--- config.mk ---
export PLATFORM = sky130hd
export DESIGN_NAME = tile_conv_sequencer
export DESIGN_NICKNAME = d
export VERILOG_FILES = /design/src/rtl/tcs_pkg.sv /design/src/rtl/tcs_tile_ctr.sv /design/src/rtl/tcs_pingpong.sv /design/src/rtl/tcs_fsm.sv /design/src/rtl/tile_conv_sequencer.sv
export SDC_FILE = /design/constraint.sdc
export NUM_CORES = 1
export LEC_CHECK = 0
export BUFFER_PORTS_ARGS = -buffer_cell sky130_fd_sc_hd__buf_2
export CAP_MARGIN = 20
export CORE_UTILIZATION = 50
export CTS_BUF_LIST = sky130_fd_sc_hd__clkbuf_2
export CTS_CLUSTER_SIZE = 40
export DETAILED_ROUTE_END_ITERATION = 6
export PLACE_DENSITY = 0.72
export SKIP_LAST_GASP = 1
export SLEW_MARGIN = 10
export SYNTH_ARGS = -nofsm -noshare
export SYNTH_HDL_FRONTEND = slang
export SYNTH_SLANG_ARGS = --single-unit
export TNS_END_PERCENT = 1
--- constraint.sdc ---
create_clock -name clk -period 6.8 [get_ports clk]
set_input_delay 1.7 -clock clk [delete_from_list [all_inputs] [get_ports clk]]
set_output_delay 1.7 -clock clk [all_outputs]
set_load 0.01 [all_outputs]
--- src/rtl/tcs_pkg.sv ---
// Shared types of the tiled convolution sequencer.
// Assumes: nothing beyond IEEE 1800-2017.
package tcs_pkg;
    typedef enum logic [2:0] {
        ST_IDLE,
        ST_LOAD_W,
        ST_INIT_PS,
        ST_LOAD_X,
        ST_COMPUTE,
        ST_WRITEBACK,
        ST_DONE
    } tcs_state_e;
endpackage

--- src/rtl/tcs_tile_ctr.sv ---
// One loop level: counts 0..limit-1, wraps to zero on an advance at the
// last value. Assumes limit is non-zero while advances occur.
module tcs_tile_ctr #(
    parameter int W = 8
) (
    input  logic         clk,
    input  logic         rst_n,
    input  logic         clr,
    input  logic         adv,
    input  logic [W-1:0] limit,
    output logic [W-1:0] idx,
    output logic         at_last
);
    assign at_last = (idx == limit - W'(1));

    // index register: clear, wrap or increment
    always_ff @(posedge clk) begin
        if (!rst_n)       idx <= '0;
        else if (clr)     idx <= '0;
        else if (adv)     idx <= at_last ? '0 : idx + W'(1);
    end
endmodule

--- src/rtl/tcs_pingpong.sv ---
// Current-buffer select of the double-buffered activation tiles.
// Assumes clr and flip are never high together.
module tcs_pingpong (
    input  logic clk,
    input  logic rst_n,
    input  logic clr,
    input  logic flip,
    output logic sel
);
    // select register
    always_ff @(posedge clk) begin
        if (!rst_n)    sel <= 1'b0;
        else if (clr)  sel <= 1'b0;
        else if (flip) sel <= ~sel;
    end
endmodule

--- src/rtl/tcs_fsm.sv ---
// Schedule state machine. Command strobes are high in the first cycle of
// their state (or compute step). Assumes each done input is a pulse that
// answers the matching request.
module tcs_fsm
    import tcs_pkg::*;
(
    input  logic clk,
    input  logic rst_n,
    input  logic start,
    input  logic any_zero,
    input  logic wload_done,
    input  logic xload_done,
    input  logic comp_done,
    input  logic wb_done,
    input  logic c_last,
    input  logic s_last,
    input  logic k_last,
    input  logic sel,
    output logic wload_req,
    output logic ps_init,
    output logic xload_req,
    output logic xload_buf,
    output logic comp_req,
    output logic comp_buf,
    output logic wb_req,
    output logic done,
    output logic running,
    output logic launch,
    output logic c_adv,
    output logic sel_flip
);
    tcs_state_e st, nxt;
    logic entry, cp_seen, ld_seen;
    logic cp_any, ld_any, step_ok, restart;

    assign cp_any  = cp_seen | comp_done;
    assign ld_any  = ld_seen | xload_done;
    assign step_ok = (st == ST_COMPUTE) && cp_any && (c_last || ld_any);
    assign restart = step_ok && !c_last;
    assign launch  = (st == ST_IDLE) && start;
    assign c_adv   = restart || ((st == ST_WRITEBACK) && wb_done);
    assign sel_flip = restart;

    // next-state decision
    always_comb begin
        nxt = st;
        case (st)
            ST_IDLE:      if (start) nxt = any_zero ? ST_DONE : ST_LOAD_W;
            ST_LOAD_W:    if (wload_done) nxt = ST_INIT_PS;
            ST_INIT_PS:   nxt = ST_LOAD_X;
            ST_LOAD_X:    if (xload_done) nxt = ST_COMPUTE;
            ST_COMPUTE:   if (step_ok && c_last) nxt = ST_WRITEBACK;
            ST_WRITEBACK: if (wb_done) begin
                              if (s_last && k_last) nxt = ST_DONE;
                              else if (s_last)      nxt = ST_LOAD_W;
                              else                  nxt = ST_INIT_PS;
                          end
            ST_DONE:      nxt = ST_IDLE;
            default:      nxt = ST_IDLE;
        endcase
    end

    // state, first-cycle flag and sticky completion flags
    always_ff @(posedge clk) begin
        if (!rst_n) begin
            st      <= ST_IDLE;
            entry   <= 1'b0;
            cp_seen <= 1'b0;
            ld_seen <= 1'b0;
        end else begin
            st    <= nxt;
            entry <= (nxt != st) || restart;
            if (st != ST_COMPUTE || step_ok) begin
                cp_seen <= 1'b0;
                ld_seen <= 1'b0;
            end else begin
                cp_seen <= cp_any;
                ld_seen <= ld_any;
            end
        end
    end

    assign wload_req = (st == ST_LOAD_W) && entry;
    assign ps_init   = (st == ST_INIT_PS);
    assign comp_req  = (st == ST_COMPUTE) && entry;
    assign xload_req = entry && ((st == ST_LOAD_X) || ((st == ST_COMPUTE) && !c_last));
    assign xload_buf = (st == ST_LOAD_X) ? sel : ~sel;
    assign comp_buf  = sel;
    assign wb_req    = (st == ST_WRITEBACK) && entry;
    assign done      = (st == ST_DONE);
    assign running   = (st != ST_IDLE) && (st != ST_DONE);


    zero_start_chk: assert property (@(posedge clk) disable iff (!rst_n)
        (st == ST_IDLE && start && any_zero) |=> done);

    done_pulse_chk: assert property (@(posedge clk) disable iff (!rst_n)
        done |=> !done);

    wb_after_comp_chk: assert property (@(posedge clk) disable iff (!rst_n)
        wb_req |-> $past(comp_done));

    init_trigger_chk: assert property (@(posedge clk) disable iff (!rst_n)
        ps_init |-> ($past(wload_done) || $past(wb_done)));

    buf_split_chk: assert property (@(posedge clk) disable iff (!rst_n)
        (comp_req && xload_req) |-> (comp_buf != xload_buf));
endmodule

--- src/rtl/tile_conv_sequencer.sv ---
// Top of the tiled convolution sequencer: captures tile counts at start,
// chains three loop counters (input-channel innermost) and the buffer
// select to the schedule state machine. Assumes done inputs are pulses.
module tile_conv_sequencer #(
    parameter int CNT_W = 8
) (
    input  logic             clk,
    input  logic             rst_n,
    input  logic             start,
    input  logic [CNT_W-1:0] cnt_ochan,
    input  logic [CNT_W-1:0] cnt_space,
    input  logic [CNT_W-1:0] cnt_ichan,
    input  logic             wload_done,
    input  logic             xload_done,
    input  logic             comp_done,
    input  logic             wb_done,
    output logic             wload_req,
    output logic             ps_init,
    output logic             xload_req,
    output logic             xload_buf,
    output logic             comp_req,
    output logic             comp_buf,
    output logic             wb_req,
    output logic             done,
    output logic [CNT_W-1:0] k_idx,
    output logic [CNT_W-1:0] s_idx,
    output logic [CNT_W-1:0] c_idx
);
    localparam int LEVELS = 3;

    logic [CNT_W-1:0] lim [LEVELS];
    logic [CNT_W-1:0] idx [LEVELS];
    logic [LEVELS-1:0] lst, adv;
    logic any_zero, running, launch, c_adv, sel_flip, sel;

    assign any_zero = (cnt_ochan == '0) || (cnt_space == '0) || (cnt_ichan == '0);

    // capture the tile counts when a run is launched
    always_ff @(posedge clk) begin
        if (!rst_n) begin
            lim[0] <= '0;
            lim[1] <= '0;
            lim[2] <= '0;
        end else if (launch) begin
            lim[0] <= cnt_ichan;
            lim[1] <= cnt_space;
            lim[2] <= cnt_ochan;
        end
    end

    assign adv = {c_adv & lst[0] & lst[1], c_adv & lst[0], c_adv};

    for (genvar i = 0; i < LEVELS; i++) begin : g_level
        tcs_tile_ctr #(.W(CNT_W)) u_ctr (
            .clk     (clk),
            .rst_n   (rst_n),
            .clr     (launch),
            .adv     (adv[i]),
            .limit   (lim[i]),
            .idx     (idx[i]),
            .at_last (lst[i])
        );
    end

    assign c_idx = idx[0];
    assign s_idx = idx[1];
    assign k_idx = idx[2];

    tcs_pingpong u_pp (
        .clk   (clk),
        .rst_n (rst_n),
        .clr   (launch),
        .flip  (sel_flip),
        .sel   (sel)
    );

    tcs_fsm u_fsm (
        .clk        (clk),
        .rst_n      (rst_n),
        .start      (start),
        .any_zero   (any_zero),
        .wload_done (wload_done),
        .xload_done (xload_done),
        .comp_done  (comp_done),
        .wb_done    (wb_done),
        .c_last     (lst[0]),
        .s_last     (lst[1]),
        .k_last     (lst[2]),
        .sel        (sel),
        .wload_req  (wload_req),
        .ps_init    (ps_init),
        .xload_req  (xload_req),
        .xload_buf  (xload_buf),
        .comp_req   (comp_req),
        .comp_buf   (comp_buf),
        .wb_req     (wb_req),
        .done       (done),
        .running    (running),
        .launch     (launch),
        .c_adv      (c_adv),
        .sel_flip   (sel_flip)
    );


    idx_range_chk: assert property (@(posedge clk) disable iff (!rst_n)
        running |-> (c_idx < lim[0] && s_idx < lim[1] && k_idx < lim[2]));
endmodule

Word-level counts from Yosys, hierarchy flattened

Memory sizes are Yosys's and may differ from the RTL's.
Cells that the tools add are included.

$add $sub $neg: 6
Reduce and logical (&&, ||, !) cells: 26
Equality and inequality tests: 11
Mux-type cells: 20
Bitwise logic cells: 9

Operator list:

| cell                                                | number |
|---|---|
| 2-to-1 mux 8 bit                                    | 6 |
| adder 8 x 1 -> 8 bit, second input constant         | 3 |
| equality test 8 bit                                 | 3 |
| zero test 8 bit                                     | 3 |
| subtractor 8 x 1 -> 8 bit, second input constant    | 3 |
| 2-to-1 mux 3 bit                                    | 7 |
| case mux 3 bit (6 select lines)                     | 1 |
| logical AND 1 bit                                   | 12 |
| equality test 3 bit, second input constant          | 3 |
| logical OR 1 bit                                    | 7 |
| equality test 3 x 2 -> 1 bit, second input constant | 2 |
| 2-to-1 mux 1 bit                                    | 5 |
| OR 1 bit                                            | 5 |
| OR reduction 2 bit                                  | 2 |
| equality test 3 x 1 -> 1 bit, second input constant | 1 |
| zero test 3 bit                                     | 1 |
| inequality test 3 bit                               | 1 |
| inequality test 3 bit, second input constant        | 1 |
| AND 1 bit                                           | 2 |
| 2-to-1 mux 2 bit                                    | 1 |
| NOT 1 bit                                           | 2 |
| zero test 1 bit                                     | 1 |

Memories: 1
Output and inout port bits: 32
Bits in registers: 31
Memory bits (writable): 24
Word-level logic and storage cells: 81

Memories:

| memory | depth | bits a word | read ports | clocked after Yosys merged registers in | wr ports | line                      | text |
|---|---|---|---|---|---|---|---|
| lim    | 3     | 8           | 3          | 0                                       | 3        | tile_conv_sequencer.sv:31 | `logic [CNT_W-1:0] lim [LEVELS];` |

Logic depth before layout (Yosys ltp)

An unclocked memory read counts as a cell.

Depth after elaboration: 10
Gate-level depth with buffers: 10
Mapped depth without buffers: 9

Cells and area by module

Synthesis repeated with hierarchy kept, for this count alone.

Cells, all modules: 351
Area, all modules: 3,434.5 µm²

By module, submodules not included:

| module              | instances | area an instance (µm²) | cells each |
|---|---|---|---|
| tcs_tile_ctr        | 3         | 626.9                  | 72 |
| tile_conv_sequencer | 1         | 964.7                  | 65 |
| tcs_fsm             | 1         | 548.0                  | 67 |
| tcs_pingpong        | 1         | 41.3                   | 3 |

Least setup slack after synthesis

Ideal clock, no wire load.

Path kind: reg-to-output
Start point: mem lim[0][0]
End point: out xload_req
Arrival: 2,030 ps
Slack: 3,070 ps
Required time: 5,100 ps
Stages on the path, launching flop included: 9
Cells stage by stage: edfxtp_1 inv_1 ha_1 nand2_1 o211a_1 o31a_1 or3_2 nand3_1 a21boi_0

RTL lines:

| element     | line                      | text |
|---|---|---|
| from (decl) | tile_conv_sequencer.sv:31 |  |
| to (decl)   | tile_conv_sequencer.sv:19 | `output logic xload_req,` |

==> flow_summary.json <==
{
  "status": "finished with violations",
  "tritoncts": "yes",
  "reg2regPathDepth": 9,
  "drt_wl_total_um": 7580,
  "drv_cap": 0,
  "grtUsageTotal": 0.224,
  "rsz0062_at_grt": "false",
  "period_share": 0.666,
  "placed_cells_incl_taps": 502,
  "antenna_left": 0,
  "h-tree-depth": 2,
  "drt_iter0_markers": 167,
  "timing.setup.tns_ps": 0,
  "synthFlopType": "dfxtp_1",
  "grt-ovfl-total": 0,
  "p_leak_nw": 1.63,
  "stdcell_area_um2": 3760,
  "synth_cells": 379,
  "cp_max_fo": 6,
  "crit_type": "flip-flop to output port",
  "cts_made_buffers": 5,
  "start_kind": "flip-flop",
  "diodes": 0,
  "ioPinCount": 63,
  "initial_core_util": 0.522,
  "yosysSeqAreaShare": 0.400,
  "async_flop_share": 0,
  "cts_buffer_depth": 2,
  "ys_seq_elements": 55,
  "violations": "design-rule violations",
  "drv_slew": 0,
  "placed_area_um2": 3700,
  "nNetsFinal": 469,
  "post_cts_buffers": 0,
  "hold_viol": 0,
  "worst_hold_path_type": "flip-flop to flip-flop",
  "avgRoutedWirePerCell_um": 14.9,
  "place_ws_ps": 2830,
  "fmax_ghz": 0.221,
  "synth_edf_count": 24,
  "required_ps": 5100,
  "synth_area_leaders": "edfxtp_1 (22%), dfxtp_1 (19%), and3_1 (7.1%), xor2_1 (6.0%), xnor2_1 (4.2%)",
  "vias": 2974,
  "end_kind": "output port",
  "ys_types": 52,
  "cts-hold-fix-buffers": 0,
  "avgSynthCellArea_um2": 8.84,
  "grt_max_degree": 30,
  "grt_pass1_wl_um": 12600,
  "row_count": 29,
  "vias_per_cell": 5.83,
  "worstReg2RegEnd": "g_level[2].u_ctr.idx[2]$_SDFFE_PP0P_",
  "routabilityCongestion": 0.861,
  "yosysTopAreaCell": "edfxtp_1",
  "yosysWarnings": 0,
  "antenna_found_initial": 0,
  "power_density_nw_per_um2": 186,
  "r2r_setup_slack_ps": 3540,
  "die_area_um2": 7030,
  "cts.sinks": 55,
  "syn_nets": 416,
  "clk_latency_ps": 470,
  "tightest_slew_ps": 812,
  "r2r-start": "lim[0][0]$_SDFFCE_PN0P_",
  "syn_to_final_growth_pct": 12.3,
  "finalSetupViolCount": 0,
  "final_cells": 510,
  "die_w_um": 83.8,
  "ctsResizeCount": 0,
  "synth.cell_area_um2": 3350,
  "worst_slack_ps": 2270,
  "fin_total_pwr_mw": 0.698,
  "final_util": 0.586,
  "first_pass_iters": 7,
  "arrival_ps": 2830,
  "slew_headroom": 0.457,
  "dp_hpwl_um": 5690,
  "ir_worst_vdd_mv": 0.142,
  "critPathCapture": "xload_req",
  "io_buffers": 62,
  "synth_top_area_share": 0.215,
  "crit_path_start": "lim[0][0]$_SDFFCE_PN0P_",
  "fin_skew_ps": 49.2,
  "grt_pass1_vias": 2681,
  "drive_above_1_share": 0.192,
  "die_y_um": 83.8,
  "drc": 6,
  "root_buffer": "clkbuf_2",
  "core_um2": 6420,
  "period_needed_ps": 4530,
  "holdWs_ps": 532,
  "clk_pin_slew_ps": 260
}
[layout make-up]
type,instances,area (um^2)
clock buffers,7,35.0
clock inverters,1,30.0
fillers,572,2660
inverters,14,52.6
multi-input cells,293,1890
flip-flops and latches,55,1340
well taps,77,96.3
repair buffers,63,318
[worst min path at each step]
stage,start,endpoint,slack (ps),cells past startpoint
finish,u_fsm.cp_seen$_SDFF_PP0_,u_fsm.ld_seen$_SDFF_PP0_,530,3
CTS,u_fsm.cp_seen$_SDFF_PP0_,u_fsm.ld_seen$_SDFF_PP0_,540,3
detailed placement,u_fsm.cp_seen$_SDFF_PP0_,u_fsm.ld_seen$_SDFF_PP0_,510,3
global placement,u_fsm.cp_seen$_SDFF_PP0_,u_fsm.ld_seen$_SDFF_PP0_,490,3
global route,u_fsm.cp_seen$_SDFF_PP0_,u_fsm.ld_seen$_SDFF_PP0_,570,3
floorplan,u_fsm.st[2]$_SDFF_PN0_,u_fsm.ld_seen$_SDFF_PP0_,470,2
[cell usage in the layout, fill, tap and decap left out, types with 4 or more instances in the layout]
cell type | netlist | final
xor2_1 | 23 | 23
buf_2 | 2 | 62
nor4_1 | 10 | 10
nor2b_1 | 5 | 5
o21ai_0 | 6 | 6
nor3_1 | 11 | 11
inv_1 | 14 | 14
ha_1 | 6 | 6
nand3_1 | 20 | 20
clkbuf_2 | 0 | 7
nand2b_1 | 8 | 8
edfxtp_1 | 24 | 24
nor2_1 | 32 | 32
nand2_1 | 26 | 26
and3_1 | 38 | 38
xnor2_1 | 16 | 16
nand4_1 | 8 | 8
dfxtp_1 | 31 | 31
a21oi_1 | 22 | 22
o22ai_1 | 8 | 8
or3_1 | 4 | 4
[power by group]
group	total (mW)	internal, mW	switching [mW]
Clock	0.169	0.0653	0.104
Sequential	0.390	0.367	0.0225
Combinational	0.140	0.0582	0.0814
[Yosys cell counts, drive strengths merged (6+ instances only)]
cell    count
nand2b      8
nand3      21
a21oi      22
o22ai       9
nor3       12
inv        14
nor2       32
edfxtp     24
nor4       15
and3       38
dfxtp      31
xnor2      16
clkbuf     14
o21ai       6
nand2      26
nand4       8
xor2       23
ha          6
[per-layer routing]
metal / global-route usage / vias up / part of all wire
met5: 0 / - / 0
li1: - / 1485 / -
met2: 0.373 / 70 / 0.48
met1: 0.290 / 1407 / 0.46
met3: 0.0366 / 12 / 0.043
met4: 0.0862 / 0 / 0.023
[sequential cells by signal, indices dropped and copies added, names as in the netlist]
| signal | count |
|---|---|
| u_fsm.st | 3 |
| lim | 24 |
| u_fsm.ld_seen | 1 |
| g_level.u_ctr.idx | 24 |
| u_pp.sel | 1 |
| u_fsm.cp_seen | 1 |
| u_fsm.entry | 1 |
[critical path, cell delays in order (launching register included)]
cell and delay [ps]:
edfxtp_1 530, inv_1 100, ha_1 250, nand2b_1 160, a21oi_1 70, o31a_1 370, or3_2 570, nand3_1 110
a21boi_0 80, buf_2 140
[kinds of logic after synthesis]
logic type | Yosys count | synth area share
flip-flops | 55 | 0.400
buffers and inverters | 31 | 0.0355
multiplexers | 1 | 0.00299
AO/OA/AOI/OAI | 62 | 0.123
AND/OR/NAND/NOR | 185 | 0.314
XOR/XNOR | 39 | 0.102
adder cells (fa/ha/maj) | 6 | 0.0224
Note: power is estimated with default switching activity, not from simulation.
